===== config.mk =====
export PLATFORM = sky130hd
export DESIGN_NAME = rbio_unit
export DESIGN_NICKNAME = d
export VERILOG_FILES = /design/src/rtl/rbio_pkg.sv /design/src/rtl/rbio_reader.sv /design/src/rtl/rbio_printer.sv /design/src/rtl/rbio_seq.sv /design/src/rtl/rbio_unit.sv
export SDC_FILE = /design/constraint.sdc
export NUM_CORES = 1
export LEC_CHECK = 0
export BUFFER_PORTS_ARGS = -buffer_cell sky130_fd_sc_hd__buf_4
export CAP_MARGIN = 20
export CORE_ASPECT_RATIO = 0.8
export CORE_MARGIN = 3
export CORE_UTILIZATION = 45
export CTS_BUF_LIST = sky130_fd_sc_hd__clkbuf_4 sky130_fd_sc_hd__clkbuf_8
export DETAILED_ROUTE_END_ITERATION = 7
export RECOVER_POWER = 25
export SYNTH_ARGS = -nofsm -noshare
export SYNTH_HDL_FRONTEND = slang
export SYNTH_HIERARCHICAL = 1
export SYNTH_SLANG_ARGS = --single-unit

===== constraint.sdc =====
create_clock -name clk -period 4 [get_ports clk]
set_clock_uncertainty 0.1 [all_clocks]
set_input_delay 0.8 -clock clk [delete_from_list [all_inputs] [get_ports clk]]
set_output_delay 0.8 -clock clk [all_outputs]
set_load 0.1 [all_outputs]

===== src/rtl/rbio_pkg.sv =====
package rbio_pkg;

    localparam int NDEV = 2;
    localparam int ID_READER  = 1;
    localparam int ID_PRINTER = 2;

    typedef enum logic [1:0] {
        OP_SEL  = 2'd0,
        OP_IN   = 2'd1,
        OP_OUT  = 2'd2,
        OP_FEED = 2'd3
    } op_e;

    typedef struct packed {
        logic       ready;
        logic       eor;
        logic       empty;
        logic [7:0] data;
    } dev_rsp_t;

    function automatic logic [7:0] card_byte(input logic [7:0] card, input int idx);
        logic [7:0] ix;
        ix = 8'(idx);
        return 8'(card * 8'd29 + ix * 8'd3 + 8'h5A);
    endfunction

endpackage


===== src/rtl/rbio_reader.sv =====
module rbio_reader
    import rbio_pkg::*;
#(
    parameter int RECLEN = 24
) (
    input  logic       clk,
    input  logic       rst,
    input  logic       sel,
    input  logic       req,
    input  logic       wr,
    input  logic       feed,
    input  logic [7:0] deck_cards,
    output dev_rsp_t   rsp
);
    localparam int PW = (RECLEN > 1) ? $clog2(RECLEN) : 1;
    localparam logic [PW-1:0] LAST = PW'(RECLEN - 1);

    typedef enum logic { RD_IDLE, RD_FILL } rd_st_e;

    rd_st_e          st;
    logic [7:0]      rec_buf [RECLEN];
    logic [PW-1:0]   ptr;
    logic [PW-1:0]   fidx;
    logic            full;
    logic [7:0]      cards_used;
    dev_rsp_t        rsp_q;

    assign rsp = rsp_q;

    always_ff @(posedge clk) begin
        if (rst) begin
            st         <= RD_IDLE;
            ptr        <= '0;
            fidx       <= '0;
            full       <= 1'b0;
            cards_used <= '0;
            rsp_q      <= '0;
        end else begin
            rsp_q.ready <= 1'b0;
            rsp_q.eor   <= 1'b0;
            rsp_q.empty <= 1'b0;
            case (st)
                RD_IDLE: begin
                    if (sel && !rsp_q.ready) begin
                        if (feed) begin
                            full        <= 1'b0;
                            ptr         <= '0;
                            rsp_q.ready <= 1'b1;
                            rsp_q.eor   <= 1'b1;
                        end else if (req && wr) begin
                            rsp_q.ready <= 1'b1;
                        end else if (req) begin
                            if (full) begin
                                rsp_q.data  <= rec_buf[ptr];
                                rsp_q.eor   <= (ptr == LAST);
                                rsp_q.ready <= 1'b1;
                                if (ptr == LAST) begin
                                    full <= 1'b0;
                                    ptr  <= '0;
                                end else begin
                                    ptr <= ptr + 1'b1;
                                end
                            end else if (cards_used >= deck_cards) begin
                                rsp_q.empty <= 1'b1;
                                rsp_q.ready <= 1'b1;
                            end else begin
                                st   <= RD_FILL;
                                fidx <= '0;
                            end
                        end
                    end
                end
                RD_FILL: begin
                    rec_buf[fidx] <= card_byte(cards_used, int'(fidx));
                    if (fidx == LAST) begin
                        full       <= 1'b1;
                        ptr        <= '0;
                        cards_used <= cards_used + 8'd1;
                        st         <= RD_IDLE;
                    end else begin
                        fidx <= fidx + 1'b1;
                    end
                end
                default: st <= RD_IDLE;
            endcase
        end
    end

endmodule


===== src/rtl/rbio_printer.sv =====
module rbio_printer
    import rbio_pkg::*;
#(
    parameter int LINE_LEN = 24
) (
    input  logic       clk,
    input  logic       rst,
    input  logic       sel,
    input  logic       req,
    input  logic       wr,
    input  logic       feed,
    input  logic [7:0] wdata,
    output dev_rsp_t   rsp,
    output logic [7:0] prn_data,
    output logic       prn_strobe,
    output logic       prn_feed
);
    localparam int CW = (LINE_LEN > 1) ? $clog2(LINE_LEN) : 1;
    localparam logic [CW-1:0] LAST_COL = CW'(LINE_LEN - 1);

    logic [CW-1:0] col;
    dev_rsp_t      rsp_q;

    assign rsp = rsp_q;

    always_ff @(posedge clk) begin
        if (rst) begin
            col        <= '0;
            rsp_q      <= '0;
            prn_data   <= '0;
            prn_strobe <= 1'b0;
            prn_feed   <= 1'b0;
        end else begin
            rsp_q.ready <= 1'b0;
            rsp_q.eor   <= 1'b0;
            rsp_q.empty <= 1'b0;
            prn_strobe  <= 1'b0;
            prn_feed    <= 1'b0;
            if (sel && !rsp_q.ready) begin
                if (feed) begin
                    prn_feed    <= 1'b1;
                    col         <= '0;
                    rsp_q.eor   <= 1'b1;
                    rsp_q.ready <= 1'b1;
                end else if (req && wr) begin
                    prn_data    <= wdata;
                    prn_strobe  <= 1'b1;
                    rsp_q.ready <= 1'b1;
                    if (col == LAST_COL) begin
                        prn_feed  <= 1'b1;
                        rsp_q.eor <= 1'b1;
                        col       <= '0;
                    end else begin
                        col <= col + 1'b1;
                    end
                end else if (req) begin
                    rsp_q.data  <= 8'h00;
                    rsp_q.ready <= 1'b1;
                end
            end
        end
    end

endmodule


===== src/rtl/rbio_seq.sv =====
module rbio_seq
    import rbio_pkg::*;
#(
    parameter int AW   = 8,
    parameter int DIDW = 2
) (
    input  logic            clk,
    input  logic            rst,
    input  logic            cmd_valid,
    input  logic [1:0]      cmd_op,
    input  logic [AW-1:0]   cmd_arg,
    output logic            busy,
    output logic            done,
    output logic            rec_end,
    output logic            dev_err,
    output logic            halted,
    output logic [AW-1:0]   mem_addr,
    output logic [7:0]      mem_wdata,
    output logic            mem_we,
    output logic            mem_re,
    input  logic [7:0]      mem_rdata,
    output logic [DIDW-1:0] did,
    output logic            dev_req,
    output logic            dev_wr,
    output logic            dev_feed,
    output logic [7:0]      dev_wdata,
    input  dev_rsp_t        rsp
);
    typedef enum logic [3:0] {
        S_IDLE, S_IREQ, S_WR, S_ORD, S_OWT, S_OREQ, S_FREQ, S_FIN, S_HALT
    } seq_st_e;

    seq_st_e        st;
    logic [AW-1:0]  addr_q;
    logic [7:0]     data_q;
    logic           eor_q;
    logic           attached;
    logic [DIDW-1:0] new_did;
    logic           new_attached;

    function automatic logic is_dev(input logic [DIDW-1:0] id);
        return (int'(id) >= 1) && (int'(id) <= NDEV);
    endfunction

    assign attached     = is_dev(did);
    assign new_did      = cmd_arg[DIDW-1:0];
    assign new_attached = is_dev(new_did);

    always_ff @(posedge clk) begin
        if (rst) begin
            st      <= S_IDLE;
            did     <= '0;
            dev_err <= 1'b0;
            addr_q  <= '0;
            data_q  <= '0;
            eor_q   <= 1'b0;
        end else begin
            case (st)
                S_IDLE: begin
                    if (cmd_valid) begin
                        addr_q <= cmd_arg;
                        eor_q  <= 1'b0;
                        case (op_e'(cmd_op))
                            OP_SEL: begin
                                did     <= new_did;
                                dev_err <= !new_attached;
                                st      <= S_FIN;
                            end
                            OP_IN: begin
                                if (attached) begin
                                    st <= S_IREQ;
                                end else begin
                                    data_q <= 8'h00;
                                    st     <= S_WR;
                                end
                            end
                            OP_OUT:  st <= S_ORD;
                            OP_FEED: st <= attached ? S_FREQ : S_FIN;
                            default: st <= S_FIN;
                        endcase
                    end
                end
                S_IREQ: begin
                    if (rsp.ready) begin
                        if (rsp.empty) begin
                            st <= S_HALT;
                        end else begin
                            data_q <= rsp.data;
                            eor_q  <= rsp.eor;
                            st     <= S_WR;
                        end
                    end
                end
                S_WR:  st <= S_FIN;
                S_ORD: st <= S_OWT;
                S_OWT: begin
                    data_q <= mem_rdata;
                    st     <= attached ? S_OREQ : S_FIN;
                end
                S_OREQ, S_FREQ: begin
                    if (rsp.ready) begin
                        eor_q <= rsp.eor;
                        st    <= S_FIN;
                    end
                end
                S_FIN:  st <= S_IDLE;
                S_HALT: st <= S_HALT;
                default: st <= S_IDLE;
            endcase
        end
    end

    always_comb begin
        busy      = (st != S_IDLE);
        done      = (st == S_FIN);
        rec_end   = (st == S_FIN) && eor_q;
        halted    = (st == S_HALT);
        mem_addr  = addr_q;
        mem_wdata = data_q;
        mem_we    = (st == S_WR);
        mem_re    = (st == S_ORD);
        dev_req   = (st == S_IREQ) || (st == S_OREQ);
        dev_wr    = (st == S_OREQ);
        dev_feed  = (st == S_FREQ);
        dev_wdata = data_q;
    end

endmodule


===== src/rtl/rbio_unit.sv =====
module rbio_unit
    import rbio_pkg::*;
#(
    parameter int AW       = 8,
    parameter int DIDW     = 2,
    parameter int RECLEN   = 24,
    parameter int LINE_LEN = 24
) (
    input  logic            clk,
    input  logic            rst,
    input  logic            cmd_valid,
    input  logic [1:0]      cmd_op,
    input  logic [AW-1:0]   cmd_arg,
    output logic            busy,
    output logic            done,
    output logic            rec_end,
    output logic            dev_err,
    output logic            halted,
    output logic [AW-1:0]   mem_addr,
    output logic [7:0]      mem_wdata,
    output logic            mem_we,
    output logic            mem_re,
    input  logic [7:0]      mem_rdata,
    input  logic [7:0]      deck_cards,
    output logic [NDEV-1:0] dev_sel,
    output logic            dev_req,
    output logic            dev_wr,
    output logic            dev_feed,
    output logic [7:0]      prn_data,
    output logic            prn_strobe,
    output logic            prn_feed
);
    logic [DIDW-1:0] did;
    logic [7:0]      dev_wdata;
    dev_rsp_t        rsp_mux;
    dev_rsp_t        rsp_dev [NDEV];

    rbio_seq #(.AW(AW), .DIDW(DIDW)) seq_i (
        .clk(clk), .rst(rst),
        .cmd_valid(cmd_valid), .cmd_op(cmd_op), .cmd_arg(cmd_arg),
        .busy(busy), .done(done), .rec_end(rec_end),
        .dev_err(dev_err), .halted(halted),
        .mem_addr(mem_addr), .mem_wdata(mem_wdata),
        .mem_we(mem_we), .mem_re(mem_re), .mem_rdata(mem_rdata),
        .did(did), .dev_req(dev_req), .dev_wr(dev_wr),
        .dev_feed(dev_feed), .dev_wdata(dev_wdata), .rsp(rsp_mux)
    );

    for (genvar i = 0; i < NDEV; i++) begin : g_sel
        assign dev_sel[i] = (int'(did) == i + 1);
    end

    always_comb begin
        rsp_mux = '0;
        for (int i = 0; i < NDEV; i++) begin
            if (dev_sel[i]) rsp_mux = rsp_mux | rsp_dev[i];
        end
    end

    rbio_reader #(.RECLEN(RECLEN)) reader_i (
        .clk(clk), .rst(rst),
        .sel(dev_sel[ID_READER-1]), .req(dev_req), .wr(dev_wr),
        .feed(dev_feed), .deck_cards(deck_cards),
        .rsp(rsp_dev[ID_READER-1])
    );

    rbio_printer #(.LINE_LEN(LINE_LEN)) printer_i (
        .clk(clk), .rst(rst),
        .sel(dev_sel[ID_PRINTER-1]), .req(dev_req), .wr(dev_wr),
        .feed(dev_feed), .wdata(dev_wdata),
        .rsp(rsp_dev[ID_PRINTER-1]),
        .prn_data(prn_data), .prn_strobe(prn_strobe), .prn_feed(prn_feed)
    );

endmodule


==> results_dict.tcl, run 1 <==
set metrics [dict create \
    grt_usage_pct 19.5 \
    synthTopCellsByArea "edfxtp_1 (46%), dfxtp_1 (12%), ha_1 (4.9%)" \
    cts.sinks 268 \
    synthDistinctLibCells 78 \
    clk_pin_slew_ns 0.06 \
    grt_overflow_total 0 \
    dpl.hpwl_mm 19.8 \
    fill_cells 2387 \
    vias_per_cell 5.48 \
    hold_slack_ns 0.354 \
    grt_pass1_vias 7587 \
    critPathCaptureType "flop" \
    die_h_um 155 \
    synth_top_family_by_area "simple AND/OR/NAND/NOR gates" \
    max_clock_freq_mhz 258 \
    cp.arrival_ns 4.08 \
    rsz0062_at_grt "false" \
    hold_viol 0 \
    synth_top_area_share_pct 46.0 \
    synth_compound_area_share_pct 9.79 \
    syn_inst 963 \
    num_antenna_cells 0 \
    antenna_found_initial 0 \
    synth-seq-cells 268 \
    synth_adder_area_share_pct 6.80 \
    start_util_pct 45.8 \
    dr.first_iter.drc_count 559 \
    synth_edf_count 192 \
    p_total_uw 6380 \
    required_ns 4.21 \
    timing.final.ws_setup_ns 0.129 \
    synth-simple-area-share_pct 10.9 \
    mappedNetlistArea_sq_um 12500 \
    layout-drive-gt1-share_pct 21.5 \
    io_pins 67 \
    powerDensity_nw_per_um2 441 \
    ys_async_sr_fraction_pct 0 \
    coreArea_sq_um 27400 \
    pre_cts_ws_ns -0.321 \
    dp_cells 1388 \
    cts_max_level 2 \
    yosysTopAreaCell "edfxtp_1" \
    drv_slew 0 \
    relSlewSlack_pct 20.0 \
    status "finished, final reports clean" \
    leakagePower_uw 0.00501 \
    hold_buffers 0 \
    irDropWorstVdd_uv 240 \
    cts_root_buf "clkbuf_8" \
    postRouteAntennaNets 0 \
    finalSetupTns_ns 0 \
    yosysMostFrequentCell "edfxtp_1" \
    synth_common_cells "edfxtp_1 (192), dfxtp_1 (76), nor2_1 (71)" \
    synthMuxAreaShare_pct 8.66 \
    numCtsBuffers 44 \
    place_congestion 0.827 \
    cts_tree "yes" \
    cp_max_fo 12 \
    period_share_pct 96.8 \
    wl_per_cell_um 20.0 \
    remaining_drc_errors 0 \
    worstMarginPinSlew_ns 1.20 \
    area_growth_pct 15.3 \
    path_class "flop to flop" \
    firstDrtPassIters 5 \
    crit_path_start_kind "flop" \
    drt_wl_total_mm 29.5 \
    die_area_sq_um 29900 \
    syn_area_per_cell_sq_um 13.0 \
    finalCriticalPeriod_ns 3.87 \
    grt_pass1_wl_mm 44.6 \
    setup_violations 0 \
    portBuffers 66 \
    via_count 8079 \
    stdcell_count 1473 \
    num_rows 54 \
    chipWidth_um 193 \
    ys_seq_area_share_pct 58.1 \
    clockBufferDepth 3 \
    clock_latency_ns 0.57 \
    fin_nets 1163 \
    grt_max_degree 68 \
    max-cap-violations 0 \
    yosys.area_share.xor_xnor_pct 1.54 \
    ys_warn_count 6 \
    hp-class "flop to flop" \
    ys_dominant_reg_cell "edfxtp_1" \
]
[sequential cells by signal, summed over array words and instances (netlist names), named ones only]
| signal | flops |
|---|---|
| printer_i/prn_strobe | 1 |
| printer_i/prn_data | 8 |
| reader_i/st | 1 |
| seq_i/st | 4 |
| seq_i/dev_err | 1 |
| reader_i/ptr | 5 |
| seq_i/mem_addr | 8 |
| seq_i/dev_wdata | 8 |
| printer_i/prn_feed | 1 |
| printer_i/col | 5 |
| reader_i/rsp | 11 |
| reader_i/cards_used | 8 |
| reader_i/rec_buf | 192 |
| reader_i/full | 1 |
| printer_i/rsp | 1 |
| seq_i/eor_q | 1 |
| seq_i/did | 2 |
| reader_i/fidx | 5 |
[per-layer routing]
| metal | routed length [um] | up-vias | global-route usage [%] |
|---|---|---|---|
| li1 | - | 3820 | - |
| met1 | 15000 | 4018 | 31.2 |
| met2 | 12500 | 207 | 27.3 |
| met3 | 1620 | 34 | 3.47 |
| met4 | 383 | 0 | 4.82 |
| met5 | 0 | - | 0 |
[per-stage QoR]
step | area (sq um) | util [%]
floorplan | 12600 | -
global placement | 13600 | 49.7
detailed placement | 13600 | 49.7
CTS | 14500 | 53.1
global route | 14500 | 52.9
finish | 14500 | 52.9
[kinds of logic (layout without fill, tap and decap cells)]
| group | after synthesis | after routing |
|---|---|---|
| DFF | 268 | 268 |
| and+or+nand+nor | 245 | 245 |
| AOI/OAI and AO/OA | 172 | 172 |
| buffers and inverters | 105 | 241 |
| muxes | 89 | 89 |
| adders and majority gates | 61 | 61 |
| xor gates and xnor gates | 22 | 24 |
| other | 1 | 9 |
[power breakdown]
part | switching (uW) | total [uW] | leakage [uW] | internal (uW)
clock | 1070 | 2390 | 0.000479 | 1320
sequential | 57.9 | 3040 | 0.00234 | 2980
combinational | 690 | 953 | 0.00219 | 262
[path summary, 6_finish.rpt]
kind | startpoint | end | slack, ns | cells after the start
min | seq_i/mem_addr[7] | seq_i/mem_addr[7] | 0.35 | 2
max | reader_i/cards_used[0] | reader_i/rec_buf[16][7] | 0.13 | 12
min reg2reg | seq_i/mem_addr[7] | seq_i/mem_addr[7] | 0.35 | 2
max reg2reg | reader_i/cards_used[0] | reader_i/rec_buf[16][7] | 0.13 | 12
[cell type report]
type | count | area, sq um | share of cell area, %
clock buffer | 67 | 822 | 5.68
inverter | 39 | 146 | 1.01
tap | 364 | 455 | 3.15
sequential | 268 | 7290 | 50.4
multi-input combinational | 600 | 4890 | 33.8
timing repair buffer | 120 | 779 | 5.39
clock inverter | 15 | 77.6 | 0.536
[cell usage in the layout (no fill, tap or decap), types with 16 or more instances in the layout]
cell type	n
nand2_1	37
buf_4	79
nor2b_1	25
nand3_1	35
dfxtp_1	75
clkbuf_8	51
mux2i_1	41
nor2_1	70
a21oi_1	40
ha_1	49
edfxtp_1	192
mux2_2	35
inv_1	39
clkbuf_4	16
clkbuf_1	39
a22o_1	28
o21ai_0	19
[critical path: stages (launching register included)]
cell	delay [ns]
dfxtp_1	0.33
inv_1	0.07
fa_1	0.55
inv_1	0.05
fa_1	0.47
fa_2	0.58
ha_1	0.23
ha_1	0.32
a21oi_2	0.18
o21bai_2	0.12
a21oi_4	0.33
xnor2_4	0.13
buf_12	0.16
[timing repair]
action | CTS | global route
pin swaps | 2 | 4
gates resized for setup | 5 | 8
setup endpoints to repair | 96 | 72
setup buffers | 0 | 1
gates cloned | 0 | 2
No activity file was read; power rests on OpenSTA's default activity.
==> inputs of run 2 (changes only) <==
BUFFER_PORTS_ARGS = -buffer_cell sky130_fd_sc_hd__buf_2   (was -buffer_cell sky130_fd_sc_hd__buf_4)
==> run 2 against run 1 <==
Against the previous run:
- first-iteration DRC count is 3.4% higher
- wire length down 0.35%
- sequential power hardly changed
- highest routed layer unchanged
==> results_dict.tcl, run 2 (synthesized netlist as in run 1, its figures left out) <==
set metrics [dict create \
    status "finished, final reports clean" \
    relSlewSlack_pct 20.3 \
    grt_pass1_vias 7675 \
    layout-drive-gt1-share_pct 20.9 \
    mostFrequentLayoutCell "edfxtp_1" \
    place_area_sq_um 13300 \
    irDropWorstVdd_uv 318 \
    drv_slew 0 \
    clock_latency_ns 0.55 \
    fin_nets 1152 \
    clockBufferDepth 3 \
    start_util_pct 45.8 \
    grt_overflow_total 0 \
    worstMarginPinSlew_ns 1.20 \
    dp_cells 1378 \
    cts_root_buf "clkbuf_8" \
    cp.arrival_ns 4.04 \
    cts_tree "yes" \
    grt_max_degree 68 \
    cp_max_fo 12 \
    critPathMaxStageDelay_ns 0.58 \
    required_ns 4.19 \
    setup_violations 0 \
    antenna_found_initial 0 \
    max-cap-violations 0 \
    clk_pin_slew_ns 0.06 \
    cts_max_level 2 \
    wl_per_cell_um 20.1 \
    via_count 8019 \
    dr.first_iter.drc_count 578 \
    cts.sinks 268 \
    finalSetupTns_ns 0 \
    remaining_drc_errors 0 \
    crit_path_top_delay_cell "fa_2" \
    crit_chain "inv_1 -> fa_1 -> inv_1 -> fa_1 -> fa_2 -> ha_1 -> ha_1 -> a21oi_1 -> o21bai_1 -> a21oi_4 -> xnor2_4 -> buf_12" \
    hold_viol 0 \
    area_growth_pct 14.0 \
    final_cell_mix "edfxtp_1 (192), dfxtp_1 (74), nor2_1 (70)" \
    dpl.hpwl_mm 19.8 \
    hold_buffers 0 \
    die_h_um 155 \
    num_antenna_cells 0 \
    drt_wl_total_mm 29.4 \
    portBuffers 66 \
    r2r_slack_ns 0.15 \
    period_share_pct 96.2 \
    postRouteAntennaNets 0 \
    rsz0062_at_grt "false" \
    num_rows 54 \
    path_class "flop to flop" \
    hp-class "flop to flop" \
    grt_pass1_wl_mm 45.0 \
    regMostFlops "reader_i/rec_buf" \
    chipWidth_um 193 \
    largest_register_ff_count 192 \
    finalCriticalPeriod_ns 3.85 \
    vias_per_cell 5.49 \
    critPathCaptureType "flop" \
    place_congestion 0.875 \
    powerDensity_nw_per_um2 446 \
    stdcell_count 1460 \
    io_pins 67 \
    hold_slack_ns 0.352 \
    crit_path_start_kind "flop" \
    coreArea_sq_um 27400 \
    firstDrtPassIters 5 \
    max_clock_freq_mhz 260 \
    stdcell_area_sq_um 14300 \
    die_area_sq_um 29900 \
    leakagePower_uw 0.00493 \
    grt_usage_pct 19.8 \
    numCtsBuffers 43 \
]
run 2: changes by cell type in the layout (fill, tap and decap cells not counted), moves of 2 or more:
cell        before  now
clkinv_2         4    2
buf_4           79   34
clkinvlp_4       1    3
nor4_1           4    2
clkbuf_1        39   36
clkbuf_4        16   14
buf_2            0   39
run 2: what timing repair did:
item / CTS / global route
gates cloned: 1 / 0
buffers inserted: 0 / 2
gates resized for setup: 8 / 3
endpoints found under the setup margin: 96 / 72
pin swaps: 1 / 4
run 2: power breakdown:
group / internal, uW / total (uW) / switching [uW]
combinational: 256 / 952 / 697
clock: 1340 / 2400 / 1060
sequential: 2980 / 3030 / 49.3
total: 4570 / 6380 / 1810
run 2: final cells by class:
type	count	area, sq um
flip-flops and latches	268	7290
inverters	39	146
well taps	364	455
clock buffers	64	793
clock inverters	15	101
fillers	2359	13100
repair buffers	111	626
multi-input cells	599	4880
run 2: final timing paths:
path                                                 to                   start  depth (start not counted)
worst max-delay path            reader_i/rec_buf[16][7]  reader_i/cards_used[0]                         12
worst max register to register  reader_i/rec_buf[16][7]  reader_i/cards_used[0]                         12
worst min register to register        seq_i/mem_addr[6]       seq_i/mem_addr[6]                          2
worst min-delay path                  seq_i/mem_addr[6]       seq_i/mem_addr[6]                          2
run 2: layer usage:
layer	track usage, %	up-vias	wire length (um)
met5	0	-	0
met4	5.37	0	536
met3	4.82	44	1860
met2	27.2	229	12400
met1	31.0	3936	14700
li1	-	3810	-
run 2: critical path: cells and delay by family, from the launching register on:
family | cells | cell delay, ns
compound gates | 3 | 0.63
fa+ha+maj | 5 | 2.13
buf+inv | 3 | 0.29
xor+xnor | 1 | 0.10
flops | 1 | 0.33
run 2: metrics by stage:
stage               utilization [%]  power [uW]  setup slack [ns]
floorplan                         -        3900            0.0494
global placement               48.7        4050            -0.235
detailed placement             48.7        4050            -0.313
CTS                            52.3        6460            0.0487
global route                   52.2        6650           0.00121
finish                         52.2        6380             0.153
==> inputs of run 3 (changes only) <==
clock period = 4.3 ns   (was 4 ns; I/O delays follow)
==> run 3 against run 2 <==
Against the previous run:
- first-iteration DRC count grew 9.9%
- combinational power shrank 13%
- maximum frequency shrank 5.9%
- design area shrank 1.4%
- sequential cell count is the same
- non-clock buffer count shrank 13
- worst setup slack gained 0.060 ns
- global-route usage shrank 0.30 points
- critical path type unchanged
- sequential share of layout area grew 0.70 points
- critical path depth shrank 3
- wire length shrank 1.5%
==> results_dict.tcl, run 3 (synthesized netlist as in run 1, its figures left out) <==
set metrics [dict create \
    status "finished, final reports clean" \
    crit_buf_inv 3 \
    cts.sinks 268 \
    setup_violations 0 \
    hp-class "flop to flop" \
    powerDensity_nw_per_um2 424 \
    drt_wl_total_mm 28.9 \
    grt_usage_pct 19.5 \
    dr.first_iter.drc_count 635 \
    io_pins 67 \
    grt_pass1_vias 7662 \
    num_rows 54 \
    numCtsBuffers 44 \
    vias_per_cell 5.53 \
    mostFrequentLayoutCell "edfxtp_1" \
    crit_path_top_delay_cell "xor2_2" \
    cpLargestDelayFamily "adder cells" \
    cts_root_buf "clkbuf_8" \
    worstMarginPinSlew_ns 1.35 \
    regMostFlops "reader_i/rec_buf" \
    hold_end "seq_i/mem_addr[2]" \
    crit_path_start_kind "flop" \
    layout-drive-gt1-share_pct 19.4 \
    cp.arrival_ns 4.18 \
    firstDrtPassIters 5 \
    fill_cells 2392 \
    start_util_pct 45.8 \
    multi_input_area_sq_um 4790 \
    num_antenna_cells 0 \
    die_h_um 155 \
    path_class "flop to flop" \
    r2r_slack_ns 0.21 \
    largest_register_ff_count 192 \
    crit_chain "inv_1 -> fa_1 -> inv_1 -> fa_1 -> fa_1 -> ha_1 -> ha_1 -> buf_4 -> xor2_2" \
    min_from "seq_i/mem_addr[2]" \
    fin_nets 1139 \
    hold_viol 0 \
    reg2reg_from "reader_i/cards_used[0]" \
    crit_path_frequent_cell "fa_1" \
    antenna_found_initial 1 \
    ff_latch_area_sq_um 7290 \
    rr_worst_depth 9 \
    cp_max_fo 24 \
    leakagePower_uw 0.00484 \
    coreArea_sq_um 27400 \
    reg2reg_to "reader_i/rec_buf[12][4]" \
    grt_pass1_wl_mm 44.7 \
    area_growth_pct 12.4 \
    drv_slew 0 \
    die_area_sq_um 29900 \
    clock_latency_ns 0.58 \
    max_clock_freq_mhz 245 \
    rsz0062_at_grt "false" \
    cts_setup_buffers 0 \
    period_share_pct 95.0 \
    place_congestion 0.789 \
    clockBufferDepth 3 \
    max-cap-violations 0 \
    relSlewSlack_pct 9.49 \
    wl_per_cell_um 20.0 \
    cts_max_level 2 \
    remaining_drc_errors 0 \
    chipWidth_um 193 \
    critPathCaptureType "flop" \
    cts_tree "yes" \
    portBuffers 66 \
    clk_pin_slew_ns 0.06 \
    place_area_sq_um 13200 \
    stdcell_area_sq_um 14100 \
    via_count 8020 \
    postRouteAntennaNets 0 \
    irDropWorstVdd_uv 289 \
    required_ns 4.39 \
    dpl.hpwl_mm 19.2 \
    holdPathStages 2 \
    final_cell_mix "edfxtp_1 (192), dfxtp_1 (75), nor2_1 (70)" \
    grt_max_degree 68 \
    finalCriticalPeriod_ns 4.09 \
    hold_buffers 0 \
    critPathMaxStageDelay_ns 0.89 \
    grt_overflow_total 0 \
    finalSetupTns_ns 0 \
]
[run 3: worst max-delay path by stage]
stage	cells after the start	end	slack, ns	start
after floorplan	11	reader_i/rec_buf[0][7]	0.06	reader_i/cards_used[0]
after global placement	11	reader_i/rec_buf[17][7]	0.09	reader_i/cards_used[0]
after detailed placement	11	reader_i/rec_buf[17][7]	0.05	reader_i/cards_used[0]
after global routing	9	reader_i/rec_buf[12][4]	0.05	reader_i/cards_used[1]
final	9	reader_i/rec_buf[12][4]	0.21	reader_i/cards_used[0]
after CTS	11	reader_i/rec_buf[23][7]	0.02	reader_i/cards_used[0]
[run 3: area by class of cell]
class,instances,share of cell area (%)
multi-input combinational,598,33.9
tap,364,3.23
clock inverter,19,1.08
clock buffer,63,5.44
timing repair buffer,98,3.55
inverter,39,1.04
sequential,268,51.7
[run 3: power by group]
| part | leakage [uW] | internal (uW) | switching, uW |
|---|---|---|---|
| clock | 0.000489 | 1280 | 1020 |
| sequential | 0.00234 | 2770 | 69.8 |
| combinational | 0.00202 | 218 | 613 |
[run 3: layer usage]
metal	vias to the layer above	wire length, um	global-route usage, %
met5	-	8	0
met4	2	402	4.68
met3	44	1980	4.19
met2	215	12100	26.8
met1	3984	14400	31.1
li1	3775	-	-
[run 3: tightest hold or removal path, cell delays in order, from the launching register on]
cell and delay (ns):
dfxtp_1 0.31, nand2_1 0.05, a21oi_1 0.05
[run 3: timing repair]
action | in CTS | in global routing
endpoints found under the setup margin | 0 | 48
gates resized for setup | 0 | 2
hold endpoints to repair | 0 | 0
[run 3: through the flow]
stage | total power (uW) | std cells | utilization, % | hold WS [ns] | worst slack [ns]
2_1_floorplan | 3630 | 971 | - | 0.333 | 0.0585
3_5_place_dp | 3760 | 1365 | 48.4 | 0.346 | 0.0469
4_1_cts | 6070 | 1447 | 51.7 | 0.354 | 0.0207
3_3_place_gp | 3760 | 1365 | 48.4 | 0.341 | 0.0921
6_report | 5980 | 1449 | 51.5 | 0.357 | 0.213
5_1_grt | 6220 | 1449 | 51.5 | 0.380 | 0.0485
